$ cat src/rtl/adc_seq_pkg.sv
// Shared types for the converter bring-up sequencer.
// Assumes: one clock domain, states encoded in three bits.
package adc_seq_pkg;

    // Sequencer phases, in bring-up order, plus power-down.
    typedef enum logic [2:0] {
        ST_SETTLE = 3'd0,
        ST_RESET  = 3'd1,
        ST_CALP   = 3'd2,
        ST_CALW   = 3'd3,
        ST_BLANK  = 3'd4,
        ST_RUN    = 3'd5,
        ST_PWRDN  = 3'd6
    } seq_state_t;

    // Larger of two phase lengths, used to size the phase counter.
    function automatic int max2(input int a, input int b);
        return (a > b) ? a : b;
    endfunction

endpackage

$ cat src/rtl/seq_timer.sv
// Phase counter: counts cycles spent in the current timed phase.
// done_o is high in the last cycle of a phase of len_i cycles.
// Assumes: len_i >= 1, restart_i pulses on every phase change.
module seq_timer #(
    parameter int CNT_W = 8
) (
    input  logic             clk,
    input  logic             rst_n,
    input  logic             restart_i,
    input  logic             run_i,
    input  logic [CNT_W-1:0] len_i,
    output logic             done_o
);
    logic [CNT_W-1:0] cnt_q;

    // Clear on phase entry, otherwise count while the phase is timed.
    always_ff @(posedge clk) begin
        if (!rst_n)         cnt_q <= '0;
        else if (restart_i) cnt_q <= '0;
        else if (run_i)     cnt_q <= cnt_q + CNT_W'(1);
    end

    // Last-cycle flag of the current phase.
    always_comb done_o = run_i && (cnt_q == len_i - CNT_W'(1));

    // A timed phase never runs past its length.
    assert_cnt_in_range_R4: assert property (@(posedge clk) disable iff (!rst_n)
        run_i |-> (cnt_q < len_i));
endmodule

$ cat src/rtl/drift_monitor.sv
// Temperature drift monitor: stores the temperature when a calibration
// starts and flags an absolute difference above LIMIT.
// Assumes: temperatures are two's complement of TEMP_W bits.
module drift_monitor #(
    parameter int TEMP_W = 8,
    parameter int LIMIT  = 50
) (
    input  logic              clk,
    input  logic              rst_n,
    input  logic              snap_i,
    input  logic [TEMP_W-1:0] temp_i,
    output logic              drift_o
);
    localparam int DW = TEMP_W + 1;

    logic [TEMP_W-1:0] ref_q;
    logic [DW-1:0]     diff;
    logic [DW-1:0]     mag;

    // Capture the calibration temperature.
    always_ff @(posedge clk) begin
        if (!rst_n)      ref_q <= '0;
        else if (snap_i) ref_q <= temp_i;
    end

    // Sign-extended difference, its magnitude and the threshold compare.
    always_comb begin
        diff    = {temp_i[TEMP_W-1], temp_i} - {ref_q[TEMP_W-1], ref_q};
        mag     = diff[DW-1] ? (~diff + DW'(1)) : diff;
        drift_o = (mag > DW'(LIMIT));
    end
endmodule

$ cat src/rtl/sample_capture.sv
// Output capture: registers a converter word when take_i is set and the
// end-of-conversion flag is low; holds the last word otherwise.
// Assumes: eoc_n_i and data_i are stable around the rising edge.
module sample_capture #(
    parameter int DATA_W = 16
) (
    input  logic              clk,
    input  logic              rst_n,
    input  logic              take_i,
    input  logic              eoc_n_i,
    input  logic [DATA_W-1:0] data_i,
    output logic              valid_o,
    output logic [DATA_W-1:0] data_o
);
    logic hit;

    // A word is accepted only in the running phase with EOC asserted.
    always_comb hit = take_i && !eoc_n_i;

    // Valid flag and word register.
    always_ff @(posedge clk) begin
        if (!rst_n) begin
            valid_o <= 1'b0;
            data_o  <= '0;
        end else begin
            valid_o <= hit;
            if (hit) data_o <= data_i;
        end
    end
endmodule

$ cat src/rtl/adc_bringup_seq.sv
// Converter bring-up and capture sequencer (top).
// Orders settle -> reset pulse -> calibrate pulse -> calibration wait ->
// blanking -> run; restarts on power-down exit (with settle) or on
// temperature drift (without settle). Control lines are registered.
// Assumes: PULSE_CYC >= 2, all phase lengths >= 1.
module adc_bringup_seq
    import adc_seq_pkg::*;
#(
    parameter int DATA_W     = 16,
    parameter int TEMP_W     = 8,
    parameter int SETTLE_CYC = 250000,
    parameter int PULSE_CYC  = 2,
    parameter int CAL_CYC    = 272800,
    parameter int BLANK_CYC  = 13,
    parameter int DRIFT_LIM  = 50
) (
    input  logic              clk,
    input  logic              rst_n,
    input  logic [TEMP_W-1:0] temp_i,
    input  logic              pd_req_i,
    input  logic              eoc_n_i,
    input  logic [DATA_W-1:0] adc_data_i,
    output logic              conv_rst_o,
    output logic              conv_cal_o,
    output logic              conv_pwr_n_o,
    output logic              conv_rd_n_o,
    output logic              smp_valid_o,
    output logic [DATA_W-1:0] smp_data_o
);
    localparam int MAX_LEN = max2(max2(SETTLE_CYC, PULSE_CYC), max2(CAL_CYC, BLANK_CYC));
    localparam int CNT_W   = $clog2(MAX_LEN + 1);

    seq_state_t       state_q, state_d;
    logic             timed, phase_done, restart, snap, take, drift;
    logic [CNT_W-1:0] phase_len;

    // Phase length for the current state.
    always_comb begin
        timed = 1'b1;
        unique case (state_q)
            ST_SETTLE: phase_len = CNT_W'(SETTLE_CYC);
            ST_RESET:  phase_len = CNT_W'(PULSE_CYC);
            ST_CALP:   phase_len = CNT_W'(PULSE_CYC);
            ST_CALW:   phase_len = CNT_W'(CAL_CYC);
            ST_BLANK:  phase_len = CNT_W'(BLANK_CYC);
            default: begin
                phase_len = CNT_W'(1);
                timed     = 1'b0;
            end
        endcase
    end

    // Next-state choice; power-down request wins over everything.
    always_comb begin
        state_d = state_q;
        if (pd_req_i) begin
            state_d = ST_PWRDN;
        end else begin
            unique case (state_q)
                ST_PWRDN:  state_d = ST_SETTLE;
                ST_SETTLE: if (phase_done) state_d = ST_RESET;
                ST_RESET:  if (phase_done) state_d = ST_CALP;
                ST_CALP:   if (phase_done) state_d = ST_CALW;
                ST_CALW:   if (phase_done) state_d = ST_BLANK;
                ST_BLANK:  if (phase_done) state_d = ST_RUN;
                ST_RUN:    if (drift)      state_d = ST_RESET;
                default:   state_d = ST_SETTLE;
            endcase
        end
    end

    // Phase-change and capture qualifiers.
    always_comb begin
        restart = (state_d != state_q);
        snap    = (state_d == ST_CALP) && (state_q != ST_CALP);
        take    = (state_q == ST_RUN) && (state_d == ST_RUN);
    end

    // State register.
    always_ff @(posedge clk) begin
        if (!rst_n) state_q <= ST_SETTLE;
        else        state_q <= state_d;
    end

    // Registered converter control lines, decoded from the next state.
    always_ff @(posedge clk) begin
        if (!rst_n) begin
            conv_rst_o   <= 1'b0;
            conv_cal_o   <= 1'b0;
            conv_pwr_n_o <= 1'b1;
            conv_rd_n_o  <= 1'b1;
        end else begin
            conv_rst_o   <= (state_d == ST_RESET);
            conv_cal_o   <= (state_d == ST_CALP);
            conv_pwr_n_o <= (state_d != ST_PWRDN);
            conv_rd_n_o  <= (state_d != ST_RUN);
        end
    end

    seq_timer #(.CNT_W(CNT_W)) u_timer (
        .clk       (clk),
        .rst_n     (rst_n),
        .restart_i (restart),
        .run_i     (timed),
        .len_i     (phase_len),
        .done_o    (phase_done)
    );

    drift_monitor #(.TEMP_W(TEMP_W), .LIMIT(DRIFT_LIM)) u_drift (
        .clk     (clk),
        .rst_n   (rst_n),
        .snap_i  (snap),
        .temp_i  (temp_i),
        .drift_o (drift)
    );

    sample_capture #(.DATA_W(DATA_W)) u_capture (
        .clk     (clk),
        .rst_n   (rst_n),
        .take_i  (take),
        .eoc_n_i (eoc_n_i),
        .data_i  (adc_data_i),
        .valid_o (smp_valid_o),
        .data_o  (smp_data_o)
    );

    // Reset and calibrate pulses never overlap.
    assert_rst_cal_excl_R3: assert property (@(posedge clk) disable iff (!rst_n)
        !(conv_rst_o && conv_cal_o));

    // Calibrate pulse starts straight after a reset pulse.
    assert_cal_after_rst_R3: assert property (@(posedge clk) disable iff (!rst_n)
        $rose(conv_cal_o) |-> $past(conv_rst_o));

    // Reset pulse lasts at least two cycles.
    assert_rst_min_width_R3: assert property (@(posedge clk) disable iff (!rst_n)
        $fell(conv_rst_o) |-> ($past(conv_rst_o) && $past(conv_rst_o, 2)));

    // A captured word only appears while the output bus is enabled.
    assert_valid_needs_rd_R6: assert property (@(posedge clk) disable iff (!rst_n)
        smp_valid_o |-> !conv_rd_n_o);

    // A captured word follows an asserted end-of-conversion flag.
    assert_valid_after_eoc_R5: assert property (@(posedge clk) disable iff (!rst_n)
        smp_valid_o |-> !$past(eoc_n_i));

    // A power-down request takes effect on the next cycle.
    assert_pd_follow_R7: assert property (@(posedge clk) disable iff (!rst_n)
        pd_req_i |=> !conv_pwr_n_o);

    // Power-down keeps all other control lines quiet.
    assert_pd_quiet_R7: assert property (@(posedge clk) disable iff (!rst_n)
        !conv_pwr_n_o |-> (!conv_rst_o && !conv_cal_o && conv_rd_n_o));

    // A reset pulse that interrupts the running phase is caused by drift.
    assert_drift_recal_R9: assert property (@(posedge clk) disable iff (!rst_n)
        ($rose(conv_rst_o) && $past(!conv_rd_n_o)) |-> $past(drift));
endmodule

$ cat config.mk
export PLATFORM = sky130hd
export DESIGN_NAME = adc_bringup_seq
export DESIGN_NICKNAME = d
export VERILOG_FILES = /design/src/rtl/adc_seq_pkg.sv /design/src/rtl/seq_timer.sv /design/src/rtl/drift_monitor.sv /design/src/rtl/sample_capture.sv /design/src/rtl/adc_bringup_seq.sv
export SDC_FILE = /design/constraint.sdc
export NUM_CORES = 1
export LEC_CHECK = 0
export BUFFER_PORTS_ARGS = -buffer_cell sky130_fd_sc_hd__buf_4
export CAP_MARGIN = 5
export CORE_UTILIZATION = 60
export CTS_CLUSTER_DIAMETER = 150
export DETAILED_ROUTE_END_ITERATION = 12
export GPL_TIMING_DRIVEN = 0
export PLACE_DENSITY = 0.83
export REMOVE_ABC_BUFFERS = 1
export SETUP_SLACK_MARGIN = 0.4
export SYNTH_ARGS = -nofsm -noshare
export SYNTH_HDL_FRONTEND = slang
export SYNTH_HIERARCHICAL = 1
export SYNTH_SLANG_ARGS = --single-unit
$ cat constraint.sdc
create_clock -name clk -period 9.3 [get_ports clk]
set_input_delay 0.93 -clock clk [delete_from_list [all_inputs] [get_ports clk]]
set_output_delay 0.93 -clock clk [all_outputs]
set_load 0.01 [all_outputs]
# After elaboration in Yosys (flattened, before gate mapping)
# Index checks and enable logic that the tools add are counted.
[classes] add_sub_neg=4 mul=0 div_mod_pow=0 order_cmp=1 n_eq_ne=13 shifts=0 muxes=11 n_bitwise=2 n_reduce_logical=9
[ops] op="one-hot mux 19 bit (4 select lines)" n=1
[ops] op="two-way mux 3 bit" n=7
[ops] op="adder 19 x 1 -> 19 bit, second input constant" n=1
[ops] op="equality test 19 bit" n=1
[ops] op="subtractor 19 x 1 -> 19 bit, second input constant" n=1
[ops] op="one-hot mux 3 bit (6 select lines)" n=1
[ops] op="adder 9 x 1 -> 9 bit, second input constant" n=1
[ops] op="equality test 3 x 2 -> 1 bit, second input constant" n=3
[ops] op="equality test 3 bit, second input constant" n=3
[ops] op="> comparator 9 x 6 -> 1 bit, second input constant" n=1
[ops] op="two-way mux 9 bit" n=1
[ops] op="inverter 9 bit" n=1
[ops] op="subtractor 8 x 8 -> 9 bit" n=1
[ops] op="equality test 3 x 1 -> 1 bit, second input constant" n=2
[ops] op="!= test 3 bit, second input constant" n=2
[ops] op="OR reduction 5 bit" n=1
[ops] op="logical AND 1 bit" n=4
[ops] op="OR reduction 2 bit" n=2
[ops] op="zero test 3 bit" n=1
[ops] op="!= test 3 x 2 -> 1 bit, second input constant" n=1
[ops] op="!= test 3 bit" n=1
[ops] op="zero test 1 bit" n=1
[ops] op="two-way mux 1 bit" n=1
[ops] op="inverter 1 bit" n=1
[totals] reg_bits=51 latch_bits=0 ram_bits=0 rom_bits=0 inputBits=28 output_inout_bits=21 wordCells=49 n_memories=0

# Depth between registers and ports, before layout
[depth] word_depth=12 mapped_depth=19 depth_no_buf=16

# Modules after synthesis
# Netlist, hierarchy kept.
[by_module_without_submodules] module="seq_timer" instances=1 cells_per_inst=185 area_each_um2=1485.2 seq_area_each_um2=380.4
[by_module_without_submodules] module="drift_monitor" instances=1 cells_per_inst=101 area_each_um2=864.6 seq_area_each_um2=160.2
[by_module_without_submodules] module="sample_capture" instances=1 cells_per_inst=73 area_each_um2=693.2 seq_area_each_um2=340.3
[by_module_without_submodules] module="adc_bringup_seq" instances=1 cells_per_inst=52 area_each_um2=414.1 seq_area_each_um2=140.1

# Worst setup path before layout
# Ideal clock, no wire load.
[synth_path] path_kind="reg2reg" startpoint="reg state_q[2]" endpoint="reg u_timer.cnt_q[14]" setup_ns=0.128 t_arrival_ns=4.258 required_ns=9.172 setup_slack_ns=4.915 stages_incl_launch_ff=16 path_buffers=4 synth_period_minus_slack_ns=4.385 path_cell_list="dfxtp_1 buf_2 clkbuf_1 nor3_1 nor3_1 a31o_1 a31oi_1 o21ai_0 nor4_2 nor3_1 a31oi_1 o22a_2 nand2b_1 clkbuf_1 clkbuf_1 nor2_1"
[synth_via] elab_chain_len=11 elab_cells_between_ends=23 cone_classes="add/sub (1); eq/ne (7); mux (10); reduce/logical (5)"
[synth_lines] element="start: declaration" line="adc_bringup_seq.sv:33" rtl="seq_state_t state_q, state_d;"
[synth_lines] element="start signal: assignment" line="adc_bringup_seq.sv:82" rtl="else state_q <= state_d;"
[synth_lines] element="equality test 3 x 2 -> 1 bit or equality test 3 x 1 -> 1 bit (tied branches)" line="adc_bringup_seq.sv:40" rtl="unique case (state_q)"
[synth_lines] element="OR reduction 2 bit (no source line)"
[synth_lines] element="one-hot mux 19 bit (4 select lines) (*)" line="adc_bringup_seq.sv:40"
[synth_lines] element="via phase_len[12]" line="adc_bringup_seq.sv:35" rtl="logic [CNT_W-1:0] phase_len;"
[synth_lines] element="subtractor 19 x 1 -> 19 bit (*)" line="seq_timer.sv:24" rtl="always_comb done_o = run_i && (cnt_q == len_i - CNT_W'(1));"
[synth_lines] element="equality test 19 bit (*)" line="seq_timer.sv:24"
[synth_lines] element="logical AND 1 bit (*)" line="seq_timer.sv:24"
[synth_lines] element="via phase_done" line="adc_bringup_seq.sv:34" rtl="logic timed, phase_done, restart, snap, take, drift;"
[synth_lines] element="two-way mux 3 bit (on tied branches)"
[synth_lines] element="one-hot mux 3 bit (6 select lines) (*)" line="adc_bringup_seq.sv:59" rtl="unique case (state_q)"
[synth_lines] element="two-way mux 3 bit (*)" line="adc_bringup_seq.sv:56" rtl="if (pd_req_i) begin"
[synth_lines] element="!= test 3 bit (*)" line="adc_bringup_seq.sv:74" rtl="restart = (state_d != state_q);"
[synth_lines] element="via restart" line="adc_bringup_seq.sv:34"
[synth_lines] element="OR reduction 2 bit (no source line) (*)"
[synth_lines] element="end signal: assignment" line="seq_timer.sv:20" rtl="else if (run_i) cnt_q <= cnt_q + CNT_W'(1);"
[synth_lines] element="end: declaration" line="seq_timer.sv:14" rtl="logic [CNT_W-1:0] cnt_q;"
# Mark *: on every way through the listed nets, which the timed path passes. The rest lies on a longest branch.
# A chain may end at the register's enable or synchronous reset.

# Final worst setup path
[layout_path] startpoint="reg state_q[2]" endpoint="reg u_timer.cnt_q[3]"
# The elaborated chain is that of the path after synthesis.

==> results.md <==
- The flow ran to the end, and the final reports show no timing, DRC or antenna violations.
- The complex-gate fraction of the synthesized area is 12.4%.
- The worst setup path is launched from a register.
- The category of the critical setup timing path is register to register.
- After synthesis the cells add up to 0.00346 mm^2.
- The clock tree synthesis step divided the H-tree into 2 levels.
- The first detailed-routing pass ran for 4 iterations.
- Power spread over the standard cell area amounts to 119 mW/mm^2.
- The detail route stage leaves a number of antenna-violating nets equal to 0.
- The Yosys step of the flow raised 6 warnings.
- The detailed router finished its first iteration with 87 violations.
- Relative to the synthesized area, the layout overhead comes to 13.9%.
- The first-pass GRT wire length is 12.0 mm.
- After routing, the total negative slack on setup checks comes to 0 ns.
- The achievable frequency is 0.215 GHz.
- Buffers placed on the I/O ports in this run total 48.
- In the synthesized netlist, the cells that appear most often are sky130_fd_sc_hd__dfxtp_1, sky130_fd_sc_hd__nand2_1, sky130_fd_sc_hd__nor2_1.
- The worst reg2reg path depth is 12.
- In this run the tightest slew margin relative to its limit is 35.2%.
- The sequential cells in the finished layout cover a total of 0.00102 mm^2.
- The total overflow left after global routing is 0.
- The initial antenna violation count came to 0.
- The final non-filler cell total is 527.
- Setup violations remaining at the end of the flow were counted as 0.
- The number of sinks driven by the clock tree is 51.
- The multiplexer fraction of the synthesized cell area is 8.11%.
- At the later pin of the worst-skew pair, clock insertion delay measures 0.31 ns.
- The analysis attributes to cell leakage a power of 1.48 nW.
- After detailed routing, the average wire length per cell comes to 13.1 um.
- By instance count, the leading cell after synthesis is sky130_fd_sc_hd__dfxtp_1.
- The simple-gate share of the synthesized area is 27.4%.
- The worst hold path belongs to the class register to register.
- The average instance area after synthesis is 8.41 um^2.
- Of all nets on the critical path, the largest fanout is 19.
- The overall routing resource usage is 24.3%.
- The peak supply drop is 98.3 uV.
- The worst slack after detailed placement is 4.54 ns.
- In the final design database the tool counted 494 nets.
- Summing the areas of all fa, ha and maj instances in the mapped netlist gives 4.56% of the synthesized area.
- By area, the combinational part of the netlist is dominated by simple AND/OR/NAND/NOR gates.
- TritonCTS created 5 clock buffers.
- The CTS tree is done.
- For this design the top-level I/O count stands at 49.
- Clock tree synthesis selected as its root buffer the cell sky130_fd_sc_hd__clkbuf_8.
- The post-route netlist has 17.4% of its cells at a drive strength greater than 1.
- In this run, synthesis produced a sequential element count of 51.
- The xor and xnor area share after synthesis is 11.9%.
- The prevailing post-synth register cell is sky130_fd_sc_hd__dfxtp_1.
- The share of the synthesized area in the top cell type is 29.5%.
- Max-cap violations in this run came to 0.
- The worst path uses 49.9% of the clock period.
- For the worst setup path, the data required time is 9.47 ns.
- Final hold analysis gives a worst-case slack of 0.463 ns.
- The actual slew at the worst max-slew pin is 0.961 ns.
- The wire length reported by the detailed router is 6.93 mm.
- In this run the vertical extent of the chip is 77.9 um.
- Yosys mapped the design onto 70 distinct sky130hd cell types.
- The die width is 77.9 um.
- Routability-driven placement finished with a final weighted congestion of 0.926.
- The hold violation count in the final report is 0.
- The clock transition at the registers of the reported paths is 0.10 ns.
- In the final layout, the multi-input gates occupy 0.00226 mm^2.
- Using the TritonRoute via totals, the vias-per-cell ratio works out to 5.62.
- The share of the yosys chip area belonging to registers is 29.5%.
- The worst-case clock buffer depth is 2.
- The count of antenna diodes in the layout is 0.
- The sum of net half-perimeters after detailed placement is 5.18 mm.
- The max-slew violation total from the final report came to 0.
- The cell count after synthesis is 411.
- After synthesis, the cell types taking the most area are sky130_fd_sc_hd__dfxtp_1, sky130_fd_sc_hd__mux2i_1, sky130_fd_sc_hd__xor2_1.
- After layout, the minimum clock period comes to 4.64 ns.
- The worst setup path is captured at a register.
- At the worst endpoint, the arrival time is 4.81 ns.
- The number of global-route vias before repair is 2,759.
- The initial utilization of the core area, before any placement, comes to 62.4%.
- After synthesis, the share of flip-flops with an asynchronous set or reset is 0%.
- The least setup slack across all paths after layout is 4.66 ns.
- The total area inside the core boundary comes to 0.00554 mm^2.
- The clock skew is 0.00717 ns.
- For this run, design rule violations remaining after detail routing come to 0.
- The cell taking the most area after synthesis is sky130_fd_sc_hd__dfxtp_1.
- The pin count of the biggest net entering global routing is 47.
- Cells fill 71.1% of the core in the end.
- The number of instances resized during post-cts repair is 0.
- The number of buffers inserted to repair setup after CTS is 0.
- The floorplan step defined a die boundary enclosing 0.00607 mm^2.
- Once placement completed, the tool counted placed cells totaling 519.
- The routed layout has 2,964 vias.
- Yosys mapped a number of flops with a built-in enable equal to 0.
- The total of fill cells in the finished design is 449.
- The number of standard-cell rows in the floorplan is 27.
- Setup repair after global routing left no endpoint under its margin.
- Along the worst hold path, the cell count comes to 2.
- The number of buffers inserted by hold repair at cts is 0.
## state kept, by name (all words and copies together) (netlist names)
| register | cells |
|---|---|
| conv_cal_o | 1 |
| conv_pwr_n_o | 1 |
| conv_rd_n_o | 1 |
| conv_rst_o | 1 |
| state_q | 3 |
| u_capture/data_o | 16 |
| u_capture/valid_o | 1 |
| u_drift/ref_q | 8 |
| u_timer/cnt_q | 19 |
## where the power goes
group | switching, mW | internal, mW | total, mW
Combinational | 0.0465 | 0.0381 | 0.0846
Clock | 0.0773 | 0.0816 | 0.159
Sequential | 0.00391 | 0.220 | 0.224
Total | 0.128 | 0.340 | 0.468
## routing by layer
| layer | global-route usage [%] | part of all wire (%) | vias up |
|---|---|---|---|
| li1 | - | - | 1515 |
| met1 | 27.7 | 45 | 1376 |
| met2 | 44.7 | 51 | 60 |
| met3 | 3.53 | 2.9 | 13 |
| met4 | 10.4 | 1.9 | 0 |
| met5 | 0 | 0 | - |
## layout make-up
class / instances / share of cell area [%]
clock inverter: 3 / 1.21
inverter: 20 / 1.91
clock buffer: 5 / 1.75
multi-input combinational: 327 / 57.5
sequential: 51 / 25.9
timing repair buffer: 49 / 9.44
tap: 72 / 2.29
## final timing paths
check | start | to | slack (ns)
min | u_capture/data_o[15] | u_capture/data_o[15] | 0.46
min reg2reg | u_capture/data_o[15] | u_capture/data_o[15] | 0.46
max reg2reg | state_q[2] | u_timer/cnt_q[3] | 4.66
max | state_q[2] | u_timer/cnt_q[3] | 4.66
## layout by cell type (no fill, tap or decap), types with 2 or more instances in the layout
master and n:
sky130_fd_sc_hd__a21oi_1 11, sky130_fd_sc_hd__a311o_1 2, sky130_fd_sc_hd__a31oi_1 6, sky130_fd_sc_hd__and2_1 3, sky130_fd_sc_hd__and2_2 2, sky130_fd_sc_hd__and2b_2 2
sky130_fd_sc_hd__and3_1 3, sky130_fd_sc_hd__and4_1 2, sky130_fd_sc_hd__buf_4 48, sky130_fd_sc_hd__clkbuf_8 5, sky130_fd_sc_hd__conb_1 8, sky130_fd_sc_hd__dfxtp_1 51
sky130_fd_sc_hd__ha_1 11, sky130_fd_sc_hd__inv_1 20, sky130_fd_sc_hd__mux2i_1 28, sky130_fd_sc_hd__nand2_1 50, sky130_fd_sc_hd__nand3_1 12, sky130_fd_sc_hd__nand3b_1 3
sky130_fd_sc_hd__nand4_1 11, sky130_fd_sc_hd__nor2_1 34, sky130_fd_sc_hd__nor2_2 2, sky130_fd_sc_hd__nor2b_1 13, sky130_fd_sc_hd__nor3_1 8, sky130_fd_sc_hd__nor3_2 3
sky130_fd_sc_hd__nor4_1 2, sky130_fd_sc_hd__nor4_2 2, sky130_fd_sc_hd__nor4bb_1 2, sky130_fd_sc_hd__o2111ai_1 3, sky130_fd_sc_hd__o211ai_1 2, sky130_fd_sc_hd__o21a_1 2
sky130_fd_sc_hd__o21ai_0 12, sky130_fd_sc_hd__o21ai_1 3, sky130_fd_sc_hd__o31ai_1 3, sky130_fd_sc_hd__or3_1 7, sky130_fd_sc_hd__xnor2_1 20, sky130_fd_sc_hd__xor2_1 24
## worst max-delay path: stages (launching register included)
cell and delay (ns):
sky130_fd_sc_hd__dfxtp_1 0.73, sky130_fd_sc_hd__nor3b_1 0.81, sky130_fd_sc_hd__nor2b_1 0.40, sky130_fd_sc_hd__nor4bb_1 0.37, sky130_fd_sc_hd__a31oi_1 0.07, sky130_fd_sc_hd__o21ai_0 0.22, sky130_fd_sc_hd__o21ai_0 0.14, sky130_fd_sc_hd__nor4_2 0.60
sky130_fd_sc_hd__nor2_1 0.11, sky130_fd_sc_hd__a31oi_1 0.17, sky130_fd_sc_hd__o22a_2 0.14, sky130_fd_sc_hd__nand2b_1 0.59, sky130_fd_sc_hd__nor2_1 0.14
## cell families (layout without fill, tap and decap cells)
logic type | Yosys count | in the layout
AO/OA/AOI/OAI | 60 | 60
XOR/XNOR | 45 | 45
multiplexers | 28 | 28
buffers and inverters | 40 | 77
flip-flops | 51 | 51
AND/OR/NAND/NOR | 174 | 174
adder cells (fa/ha/maj) | 12 | 12
other | 1 | 8
## through the flow
stage	power (mW)	cell area [um^2]
floorplan	0.287	3350
global placement	0.309	3800
detailed placement	0.313	3820
CTS	0.472	3940
global route	0.490	3940
finish	0.468	3940
Note: power is estimated with default switching activity, not from simulation.
